===== src/rtl/scan_seq_pkg.sv =====
// Shared encodings for the scan sequencer: scan modes, repeat types and
// the per-converter walker state.
package scan_seq_pkg;

    typedef enum logic [1:0] {
        MODE_SEQ = 2'd0,
        MODE_SIM = 2'd1,
        MODE_IND = 2'd2
    } scan_mode_e;

    typedef enum logic [1:0] {
        RPT_ONCE = 2'd0,
        RPT_LOOP = 2'd1,
        RPT_TRIG = 2'd2
    } scan_rpt_e;

    typedef enum logic [1:0] {
        W_IDLE,
        W_EVAL,
        W_WAIT,
        W_FLUSH
    } walk_state_e;

endpackage


===== src/rtl/scan_walker.sv =====
// Slot walker: steps one slot index from lo_i towards hi_i. For each
// enabled slot it issues a one-cycle request, then waits for done_i.
// It ends at a disabled slot, after hi_i, or when kill_i / a remembered
// kill says the partner walker has ended. halt_i aborts: the conversion in
// flight is awaited and dropped, and no eos pulse is produced.
// Assumes lo_i, hi_i and loop_i stay constant while the walker is busy.
module scan_walker #(
    parameter int NSLOT = 16,
    parameter int SW    = $clog2(NSLOT)
) (
    input  logic             clk,
    input  logic             rst_n,
    input  logic             go_i,
    input  logic             halt_i,
    input  logic             loop_i,
    input  logic [SW-1:0]    lo_i,
    input  logic [SW-1:0]    hi_i,
    input  logic [NSLOT-1:0] en_i,
    input  logic             kill_i,
    input  logic             done_i,
    output logic             req_o,
    output logic [SW-1:0]    slot_o,
    output logic             store_o,
    output logic             end_o,
    output logic             eos_o
);
    import scan_seq_pkg::*;

    walk_state_e   state;
    logic [SW-1:0] idx;
    logic          killed;
    logic          slot_on;
    logic          kill_any;
    logic          fin_eval;
    logic          fin_wait;
    logic          finish;
    logic          empty;

    // Decode the end conditions and the outputs from the current state.
    always_comb begin
        slot_on  = en_i[idx];
        kill_any = kill_i | killed;
        end_o    = ((state == W_EVAL) && !halt_i && !slot_on) ||
                   ((state == W_WAIT) && done_i && !halt_i && (idx == hi_i));
        fin_eval = (state == W_EVAL) && !halt_i && (!slot_on || kill_any);
        fin_wait = (state == W_WAIT) && done_i && !halt_i &&
                   ((idx == hi_i) || kill_any);
        finish   = fin_eval | fin_wait;
        empty    = fin_eval && (idx == lo_i);
        req_o    = (state == W_EVAL) && !halt_i && slot_on && !kill_any;
        store_o  = (state == W_WAIT) && done_i && !halt_i;
        eos_o    = finish;
        slot_o   = idx;
    end

    // Walker state, slot index and remembered partner kill.
    always_ff @(posedge clk) begin
        if (!rst_n) begin
            state  <= W_IDLE;
            idx    <= '0;
            killed <= 1'b0;
        end else begin
            if (state == W_WAIT && kill_i) begin
                killed <= 1'b1;
            end
            case (state)
                W_IDLE: begin
                    if (go_i && !halt_i) begin
                        state  <= W_EVAL;
                        idx    <= lo_i;
                        killed <= 1'b0;
                    end
                end
                W_EVAL: begin
                    if (halt_i) begin
                        state <= W_IDLE;
                    end else if (finish) begin
                        if (loop_i && !empty) begin
                            idx    <= lo_i;
                            killed <= 1'b0;
                        end else begin
                            state <= W_IDLE;
                        end
                    end else begin
                        state <= W_WAIT;
                    end
                end
                W_WAIT: begin
                    if (halt_i) begin
                        state <= done_i ? W_IDLE : W_FLUSH;
                    end else if (done_i) begin
                        if (finish) begin
                            if (loop_i) begin
                                state  <= W_EVAL;
                                idx    <= lo_i;
                                killed <= 1'b0;
                            end else begin
                                state <= W_IDLE;
                            end
                        end else begin
                            state <= W_EVAL;
                            idx   <= idx + 1'b1;
                        end
                    end
                end
                default: begin
                    if (done_i) begin
                        state <= W_IDLE;
                    end
                end
            endcase
        end
    end

endmodule


===== src/rtl/scan_flags.sv =====
// Result and flag store: captures results for the slots named by the two
// walkers' store strobes and keeps per-slot ready flags and two
// end-of-scan flags. All flags are cleared by writing one. A set and a
// clear in the same cycle leave the flag set.
module scan_flags #(
    parameter int NSLOT = 16,
    parameter int RW    = 12,
    parameter int SW    = $clog2(NSLOT)
) (
    input  logic                clk,
    input  logic                rst_n,
    input  logic                st0_i,
    input  logic [SW-1:0]       slot0_i,
    input  logic [RW-1:0]       data0_i,
    input  logic                st1_i,
    input  logic [SW-1:0]       slot1_i,
    input  logic [RW-1:0]       data1_i,
    input  logic [1:0]          eos_set_i,
    input  logic [NSLOT-1:0]    ready_clr_i,
    input  logic [1:0]          eos_clr_i,
    output logic [NSLOT-1:0]    ready_o,
    output logic [1:0]          eos_o,
    output logic [NSLOT*RW-1:0] result_o
);

    for (genvar s = 0; s < NSLOT; s++) begin : g_slot
        logic hit0;
        logic hit1;
        assign hit0 = st0_i && (slot0_i == SW'(s));
        assign hit1 = st1_i && (slot1_i == SW'(s));

        // Per-slot result capture and ready flag.
        always_ff @(posedge clk) begin
            if (!rst_n) begin
                result_o[s*RW +: RW] <= '0;
                ready_o[s]           <= 1'b0;
            end else begin
                if (hit0) begin
                    result_o[s*RW +: RW] <= data0_i;
                end else if (hit1) begin
                    result_o[s*RW +: RW] <= data1_i;
                end
                if (hit0 || hit1) begin
                    ready_o[s] <= 1'b1;
                end else if (ready_clr_i[s]) begin
                    ready_o[s] <= 1'b0;
                end
            end
        end
    end

    for (genvar c = 0; c < 2; c++) begin : g_eos
        // End-of-scan flag per converter.
        always_ff @(posedge clk) begin
            if (!rst_n) begin
                eos_o[c] <= 1'b0;
            end else if (eos_set_i[c]) begin
                eos_o[c] <= 1'b1;
            end else if (eos_clr_i[c]) begin
                eos_o[c] <= 1'b0;
            end
        end
    end

endmodule


===== src/rtl/scan_sequencer.sv =====
// Dual-converter slot scan sequencer top. Two slot walkers are set up
// according to the scan mode. In sequential mode walker 0 covers every
// slot and each request is steered to the converter that owns the slot.
// In simultaneous mode both walkers run on A-side controls and kill each
// other when one ends. In independent mode each walker has its own
// controls. Assumes mode and repeat inputs change only while idle.
module scan_sequencer #(
    parameter int NSLOT = 16,
    parameter int CHW   = 4,
    parameter int RW    = 12
) (
    input  logic                 clk,
    input  logic                 rst_n,
    input  logic [1:0]           mode_i,
    input  logic [1:0]           rpt_a_i,
    input  logic [1:0]           rpt_b_i,
    input  logic [NSLOT-1:0]     slot_en_i,
    input  logic [NSLOT*CHW-1:0] slot_chan_i,
    input  logic                 start_a_i,
    input  logic                 stop_a_i,
    input  logic                 sync_a_i,
    input  logic                 sync_en_a_i,
    input  logic                 start_b_i,
    input  logic                 stop_b_i,
    input  logic                 sync_b_i,
    input  logic                 sync_en_b_i,
    output logic                 conv_a_req_o,
    output logic [CHW-1:0]       conv_a_chan_o,
    input  logic                 conv_a_done_i,
    input  logic [RW-1:0]        conv_a_data_i,
    output logic                 conv_b_req_o,
    output logic [CHW-1:0]       conv_b_chan_o,
    input  logic                 conv_b_done_i,
    input  logic [RW-1:0]        conv_b_data_i,
    output logic [NSLOT-1:0]     ready_o,
    input  logic [NSLOT-1:0]     ready_clr_i,
    output logic [1:0]           eos_o,
    input  logic [1:0]           eos_clr_i
    ,
    output logic [NSLOT*RW-1:0]  result_o
);
    import scan_seq_pkg::*;

    localparam int SW   = $clog2(NSLOT);
    localparam int HALF = NSLOT / 2;
    localparam logic [SW-1:0] LO_A  = '0;
    localparam logic [SW-1:0] HI_A  = SW'(HALF - 1);
    localparam logic [SW-1:0] LO_B  = SW'(HALF);
    localparam logic [SW-1:0] HI_ALL = SW'(NSLOT - 1);

    logic          is_sim, is_ind, is_seq;
    logic          trig_a, trig_b;
    logic          w0_go, w0_halt, w0_loop, w0_kill, w0_done;
    logic [SW-1:0] w0_hi;
    logic          w1_go, w1_halt, w1_loop, w1_kill;
    logic          w0_req, w0_store, w0_end, w0_eos;
    logic          w1_req, w1_store, w1_end, w1_eos;
    logic [SW-1:0] w0_slot, w1_slot;
    logic          w0_on_b;
    logic [RW-1:0] w0_data;

    // Mode decode, start triggers and walker control routing.
    always_comb begin
        is_sim  = (mode_i == MODE_SIM);
        is_ind  = (mode_i == MODE_IND);
        is_seq  = !is_sim && !is_ind;
        trig_a  = start_a_i | (sync_a_i & sync_en_a_i & (rpt_a_i != RPT_ONCE));
        trig_b  = start_b_i | (sync_b_i & sync_en_b_i & (rpt_b_i != RPT_ONCE));
        w0_go   = trig_a;
        w0_halt = stop_a_i;
        w0_loop = (rpt_a_i == RPT_LOOP);
        w0_hi   = is_seq ? HI_ALL : HI_A;
        w0_kill = is_sim & w1_end;
        w0_on_b = is_seq && (w0_slot >= LO_B);
        w0_done = w0_on_b ? conv_b_done_i : conv_a_done_i;
        w0_data = w0_on_b ? conv_b_data_i : conv_a_data_i;
        w1_go   = is_ind ? trig_b : (is_sim & trig_a);
        w1_halt = is_ind ? stop_b_i : stop_a_i;
        w1_loop = is_ind ? (rpt_b_i == RPT_LOOP) : (rpt_a_i == RPT_LOOP);
        w1_kill = is_sim & w0_end;
    end

    // Converter request steering and channel lookup.
    always_comb begin
        conv_a_req_o  = w0_req & !w0_on_b;
        conv_a_chan_o = slot_chan_i[int'(w0_slot)*CHW +: CHW];
        conv_b_req_o  = (w0_req & w0_on_b) | w1_req;
        conv_b_chan_o = w0_on_b ? slot_chan_i[int'(w0_slot)*CHW +: CHW]
                                : slot_chan_i[int'(w1_slot)*CHW +: CHW];
    end

    scan_walker #(.NSLOT(NSLOT), .SW(SW)) u_walk_a (
        .clk     (clk),
        .rst_n   (rst_n),
        .go_i    (w0_go),
        .halt_i  (w0_halt),
        .loop_i  (w0_loop),
        .lo_i    (LO_A),
        .hi_i    (w0_hi),
        .en_i    (slot_en_i),
        .kill_i  (w0_kill),
        .done_i  (w0_done),
        .req_o   (w0_req),
        .slot_o  (w0_slot),
        .store_o (w0_store),
        .end_o   (w0_end),
        .eos_o   (w0_eos)
    );

    scan_walker #(.NSLOT(NSLOT), .SW(SW)) u_walk_b (
        .clk     (clk),
        .rst_n   (rst_n),
        .go_i    (w1_go),
        .halt_i  (w1_halt),
        .loop_i  (w1_loop),
        .lo_i    (LO_B),
        .hi_i    (HI_ALL),
        .en_i    (slot_en_i),
        .kill_i  (w1_kill),
        .done_i  (conv_b_done_i),
        .req_o   (w1_req),
        .slot_o  (w1_slot),
        .store_o (w1_store),
        .end_o   (w1_end),
        .eos_o   (w1_eos)
    );

    scan_flags #(.NSLOT(NSLOT), .RW(RW), .SW(SW)) u_flags (
        .clk         (clk),
        .rst_n       (rst_n),
        .st0_i       (w0_store),
        .slot0_i     (w0_slot),
        .data0_i     (w0_data),
        .st1_i       (w1_store),
        .slot1_i     (w1_slot),
        .data1_i     (conv_b_data_i),
        .eos_set_i   ({is_ind & w1_eos, w0_eos}),
        .ready_clr_i (ready_clr_i),
        .eos_clr_i   (eos_clr_i),
        .ready_o     (ready_o),
        .eos_o       (eos_o),
        .result_o    (result_o)
    );

endmodule


===== config.mk =====
export PLATFORM = sky130hd
export DESIGN_NAME = scan_sequencer
export DESIGN_NICKNAME = d
export VERILOG_FILES = /design/src/rtl/scan_seq_pkg.sv /design/src/rtl/scan_walker.sv /design/src/rtl/scan_flags.sv /design/src/rtl/scan_sequencer.sv
export SDC_FILE = /design/constraint.sdc
export NUM_CORES = 1
export LEC_CHECK = 0
export ABC_AREA = 1
export BUFFER_PORTS_ARGS = -buffer_cell sky130_fd_sc_hd__buf_2
export CAP_MARGIN = 20
export CORE_MARGIN = 8
export CORE_UTILIZATION = 48
export CTS_CLUSTER_SIZE = 10
export DETAILED_ROUTE_END_ITERATION = 8
export GPL_TIMING_DRIVEN = 0
export PLACE_DENSITY = 0.79
export REMOVE_ABC_BUFFERS = 1
export SLEW_MARGIN = 5
export SYNTH_ARGS = -nofsm -noshare
export SYNTH_HDL_FRONTEND = slang
export SYNTH_SLANG_ARGS = --single-unit

===== constraint.sdc =====
create_clock -name clk -period 2.05 [get_ports clk]
set_input_delay 0.205 -clock clk [delete_from_list [all_inputs] [get_ports clk]]
set_output_delay 0.205 -clock clk [all_outputs]
set_load 0.1 [all_outputs]

## Word-level counts from Yosys, hierarchy flattened

Index checks and enable logic that the tools add are counted.

- Register bits: 224
- Input bits: 140
- Output and inout port bits: 220
- Word-level logic and storage cells: 400

- $add $sub $neg: 2
- $lt $le $gt $ge: 3
- Eq/ne operators: 57
- Shifts and indexed selects: 2
- Mux-type cells: 139
- Bitwise logic cells: 17
- Reduce and logical (&&, ||, !) cells: 140

Operator list:

| kind | count |
|---|---|
| $mux W12 | 33 |
| $shiftx A64 B7 Y4 | 2 |
| $mux W4 | 18 |
| $reduce_bool A2 Y1 | 36 |
| $eq A4 B4 Y1 const B | 16 |
| $mux W1 | 64 |
| $logic_and A1 B1 Y1 | 59 |
| $eq A4 B3 Y1 const B | 8 |
| $mux W2 | 16 |
| $pmux W4 S3 | 2 |
| $logic_or A1 B1 Y1 | 22 |
| $eq A4 B2 Y1 const B | 4 |
| $ne A2 B2 Y1 const B | 8 |
| $reduce_and A8 Y1 | 2 |
| $ne A3 B2 Y1 const B | 4 |
| $pmux W2 S3 | 2 |
| $logic_not A1 Y1 | 11 |
| $and A1 B1 Y1 | 10 |
| $eq A2 B1 Y1 const B | 5 |
| $lt A4 B5 Y1 const B | 2 |
| $add A4 B1 Y4 const B | 2 |
| $bmux W1 S4 | 2 |
| $eq A4 B1 Y1 const B | 2 |
| $logic_not A4 Y1 | 2 |
| 12 further kinds | 28 |

## Depth between registers and ports, before layout

- Word-level depth: 20
- Gate-level depth with buffers: 21
- Mapped depth without buffers: 19

## Modules after synthesis

From an unflattened synthesis, not the netlist that was laid out.

- Cell total of the unflattened synthesis: 2309
- Area, all modules: 14117.3 um^2

By module, submodules not included:

| module | times used | cells an instance | area an instance (um^2) | sequential area each (um^2) |
|---|---|---|---|---|
| scan_flags | 1 | 1555 | 10244.8 | 4204.0 |
| scan_walker | 2 | 179 | 1011.0 | 140.1 |
| scan_sequencer | 1 | 396 | 1850.5 | 0.0 |

## Worst setup path before layout

Ideal clock, no wire load.

- Path kind: register to output
- From: register u_walk_b.state[0]
- To: output conv_b_req_o
- Data arrival time: 3.805 ns
- Required time: 1.845 ns
- Path slack: -1.960 ns
- Cell stages (with the launch flop): 15
- Buffers on the path: 1
- Cells stage by stage: dfxtp_1 -> inv_1 -> ha_1 -> clkbuf_1 -> nand3_4 -> nor2_8 -> inv_2 -> nand2_1 -> nand2_2 -> nand3_2 -> nand2_1 -> nand2_2 -> inv_2 -> nand3_1 -> o21ai_0

- Word-level cells in the longest chain between the ends: 11
- Elaborated cells between the ends (all ways): 16
- Those cells by class: eq/ne (2); bitwise (4); reduce/logical (10)

Ends and longest elaborated chain:

| element | line | source |
|---|---|---|
| start: declaration | scan_walker.sv:29 | `walk_state_e state;` |
| start signal: assignment | scan_walker.sv:90 | `state <= done_i ? W_IDLE : W_FLUSH;` |
| $eq A2 B2 Y1 | scan_walker.sv:44 | `((state == W_WAIT) && done_i && !halt_i && (idx == hi_i));` |
| $logic_and A1 B1 Y1 (3 in series) | scan_walker.sv:44 |  |
| $logic_or A1 B1 Y1 | scan_walker.sv:43 | `end_o = ((state == W_EVAL) && !halt_i && !slot_on) \|\|` |
| $and A1 B1 Y1 | scan_sequencer.sv:73 | `w0_kill = is_sim & w1_end;` |
| $or A1 B1 Y1 | scan_walker.sv:42 | `kill_any = kill_i \| killed;` |
| $logic_not A1 Y1 | scan_walker.sv:50 | `req_o = (state == W_EVAL) && !halt_i && slot_on && !kill_any;` |
| $logic_and A1 B1 Y1 | scan_walker.sv:50 |  |
| $and A1 B1 Y1 | scan_sequencer.sv:87 | `conv_b_req_o = (w0_req & w0_on_b) \| w1_req;` |
| $or A1 B1 Y1 (*) | scan_sequencer.sv:87 |  |
| end: declaration | scan_sequencer.sv:31 | `output logic conv_b_req_o,` |

Mark *: on every way between the ends. The rest lies on a longest branch, timed or not.

## Worst setup path in the final report

- From: register u_walk_b.idx[0] (netlist: u_walk_b.slot_o[0])
- To: output conv_b_req_o

- Word-level cells in the longest chain between the ends: 11
- Elaborated cells between the ends (all ways): 15
- Those cells by class: eq/ne (1); mux (2); bitwise (4); reduce/logical (8)

Ends and longest elaborated chain:

| element | line | source |
|---|---|---|
| start: declaration | scan_walker.sv:30 | `logic [SW-1:0] idx;` |
| start signal: assignment | scan_walker.sv:70 | `idx <= lo_i;` |
| start signal: assignment | scan_walker.sv:79 | `idx <= lo_i;` |
| start signal: assignment | scan_walker.sv:95 | `idx <= lo_i;` |
| $bmux W1 S4 | scan_walker.sv:41 | `slot_on = en_i[idx];` |
| $mux W1 (not written as such) | scan_walker.sv:41 |  |
| $logic_not A1 Y1 | scan_walker.sv:43 |  |
| $logic_and A1 B1 Y1 | scan_walker.sv:43 |  |
| $logic_or A1 B1 Y1 | scan_walker.sv:43 |  |
| $and A1 B1 Y1 | scan_sequencer.sv:73 |  |
| $or A1 B1 Y1 | scan_walker.sv:42 |  |
| $logic_not A1 Y1 | scan_walker.sv:50 |  |
| $logic_and A1 B1 Y1 | scan_walker.sv:50 |  |
| $and A1 B1 Y1 | scan_sequencer.sv:87 |  |
| $or A1 B1 Y1 (*) | scan_sequencer.sv:87 |  |

Mark *: on every way between the ends. The rest lies on a longest branch, timed or not. The select of a mux whose other input is x is not followed.

==> qor.yml <==
outcome:
  outcome: "finished, violations left"
  violations: "negative setup slack"
finish:
  regArea_um2: 4513
  fin_cells: 2721
  drive_gt1_share_pct: 32.13
  area_delta_synth_final_pct: 38.78
  multiInputGateArea_um2: 7149
  fill_cells: 2140
  nets: 2526
synthesis:
  synth_area_leaders: "dfxtp_1 (35%), nand2_1 (12%), inv_1 (9.7%)"
  synth_edf_count: 0
  avgSynthCellArea_um2: 6.587
  yosys_most_used_dff: "dfxtp_1"
  synthArstFlopShare_pct: 0
  yosysMostFrequentCell: "nand2_1"
  yosysWarnings: 0
  synthTopCellsByCount: "nand2_1 (398), inv_1 (333), dfxtp_1 (224), o21ai_0 (165), nand3_1 (135)"
  synth_cells: 1963
  syn_area_um2: 12930
  ys_seq_area_share_pct: 34.68
  synth_seq_cells: 224
  ys_types: 48
  synth_top_area_share_pct: 34.68
  post-synth-top-area-cell: "dfxtp_1"
global_route:
  grt_pass1_wl_um: 82900
  grt-ovfl-total: 0
  grt_max_degree: 127
  grt_usage_pct: 31.62
  antenna_found_initial: 2
  grt_pass1_vias: 14630
timing:
  skew_ns: 0.03017
  rsz0062_at_grt: "true"
  slew_headroom_pct: 27.73
  final-max-slew-violation-count: 0
  fmax_mhz: 356.8
  worst_slack_ns: -0.7529
  period_share_pct: 136.7
  fin_crit_ns: 2.803
  hold_viol: 0
  finalSetupViolCount: 222
  tightest_slew_ns: 1.083
worst_setup_path:
  crit_path_max_fanout: 6
  critPathMostFrequentCell: "nand2_1"
  crit_buf_inv: 4
  start_kind: "register"
  crit_chain: "buf_12, buf_4, o211ai_1, nand2_1, nand2_1, nand2_1, nor2_2, nand2_1, nand2_2, nand2_4, nand3_2, nand2_2, nand2_4, inv_4, nand3_4, o21ai_4, buf_12"
  cpLargestDelayFamily: "simple AND/OR/NAND/NOR gates"
  worstSetupPathDepth: 17
  required_ns: 1.85
  cp-end-kind: "primary output"
  cpMaxStageDelayCell: "dfxtp_4"
  r2r_cells: 20
  crit_type: "register to primary output"
  worstPathArrival_ns: 2.60
  slowest_delay_ns: 0.36
placement:
  pre_cts_slack_ns: -1.574
  portBuffers: 359
  post-dp-hpwl_um: 36180
  gp_congestion: 0.9124
  dp_cells: 2544
power_and_ir_drop:
  p_leak_uw: 0.009122
  vdd_ir_drop_max_uv: 588.7
  power_uw: 14200
  power_density_nw_per_um2: 791.5
routing:
  drc: 0
  wl_met2_um: 25370
  wirelength_um: 56920
  drt_iter0_drc: 2312
  antenna_left: 0
  vias: 16020
  drt-pass1-iter-count: 6
  routed-wl-met3_um: 7120
  viasPerCell: 5.889
  routed.top_layer: "met4"
  wl_per_cell_um: 20.92
  wl_met1_um: 21140
clocking:
  cts_buffers: 27
  cts_tree: "done"
  cts.sinks: 224
  clkLatencyLatePin_ns: 0.55
  clock_path_buffers: 3
  h-tree-depth: 1
  clk_pin_slew_ns: 0.06
  root_buffer: "clkbuf_16"
floorplanning:
  die_w_um: 180.1
  io_pins: 360
  row_count: 60
  start_util_pct: 48.38
  die_h_um: 180.1
  core-area_um2: 26730
  die_area_um2: 32450
hold_path:
  min_path_cells: 4
  hp-class: "input port to register"
flow_run:
  drv_cap: 0
## report_power, final
part | total (uW) | internal, uW | switching, uW
Combinational | 5270 | 1810 | 3450
Sequential | 4570 | 4440 | 135
Clock | 4360 | 2520 | 1840
## per-stage QoR
step	hold slack (ns)	TNS, ns	instance area, um2	util, %
floorplan	0.3026	-161.59	12330	-
global placement	0.4521	-455.27	14560	54.47
detailed placement	0.4557	-240.28	14860	55.59
CTS	0.0001956	-71.17	17070	63.87
global route	0.01071	-76.20	17940	67.14
finish	0.01818	-54.05	17940	67.14
## sequential cells by signal, summed over array words and instances, names as in the netlist
register          cells
u_flags.eos_o         2
u_flags.ready_o      16
u_flags.result_o    192
u_walk_a.killed       1
u_walk_a.slot_o       4
u_walk_a.state        2
u_walk_b.killed       1
u_walk_b.slot_o       4
u_walk_b.state        2
## final timing paths
kind / end / slack, ns / startpoint
setup reg to reg: u_walk_a.slot_o[2] / -0.46 / u_walk_b.slot_o[0]
hold reg to reg: u_flags.result_o[81] / 0.46 / u_flags.result_o[81]
setup / recovery: conv_b_req_o / -0.75 / u_walk_b.slot_o[0]
hold / removal: u_flags.ready_o[9] / 0.02 / ready_clr_i[9]
## kinds of logic after synthesis
| kind of cell | share of synthesized area [%] |
|---|---|
| AND/OR/NAND/NOR | 24.98 |
| adder cells (fa/ha/maj) | 1.452 |
| flip-flops | 34.68 |
| buffers and inverters | 15.45 |
| XOR/XNOR | 0.06775 |
| AO/OA/AOI/OAI | 23.37 |
## per-layer routing
layer	global-route usage, %	vias up
met3	8.750	242
met2	49.86	1205
met1	39.25	7334
met4	15.74	0
met5	0	-
li1	-	7242
## cell usage in the layout (no fill, tap or decap), drive strengths merged, types with 13 or more instances in the layout
cell type	count
o221ai	73
or2	13
nor2	148
o21ai	193
clkinvlp	30
dfxtp	224
o22ai	22
a21oi	73
nor3	21
nand3	140
o211ai	87
ha	15
clkbuf	34
nand2	411
buf	480
inv	350
## what timing repair did
action / 4_1_cts / 5_1_grt
hold buffers: 12 / 0
endpoints found under the hold margin: 12 / 0
endpoints found under the setup margin: 234 / 234
gates cloned: 16 / 5
pin swaps: 17 / 30
resized for setup: 165 / 169
buffers inserted: 72 / 36
## worst register-to-register path: cells and delay by family (launching register included)
family	cells	cell delay, ns
flip-flops	1	0.36
AO/OA/AOI/OAI	2	0.38
buffers and inverters	5	0.57
AND/OR/NAND/NOR	13	1.11
## final cells by class
type,instances,area share (%)
multi-input cells,1235,39.84
clock buffers,32,3.926
inverters,373,8.493
clock inverters,4,0.3347
flip-flops and latches,224,25.15
repair inverters,16,0.6694
diodes,2,0.02789
repair buffers,494,19.18
well taps,341,2.378
Power figures use the tool's default switching activity.
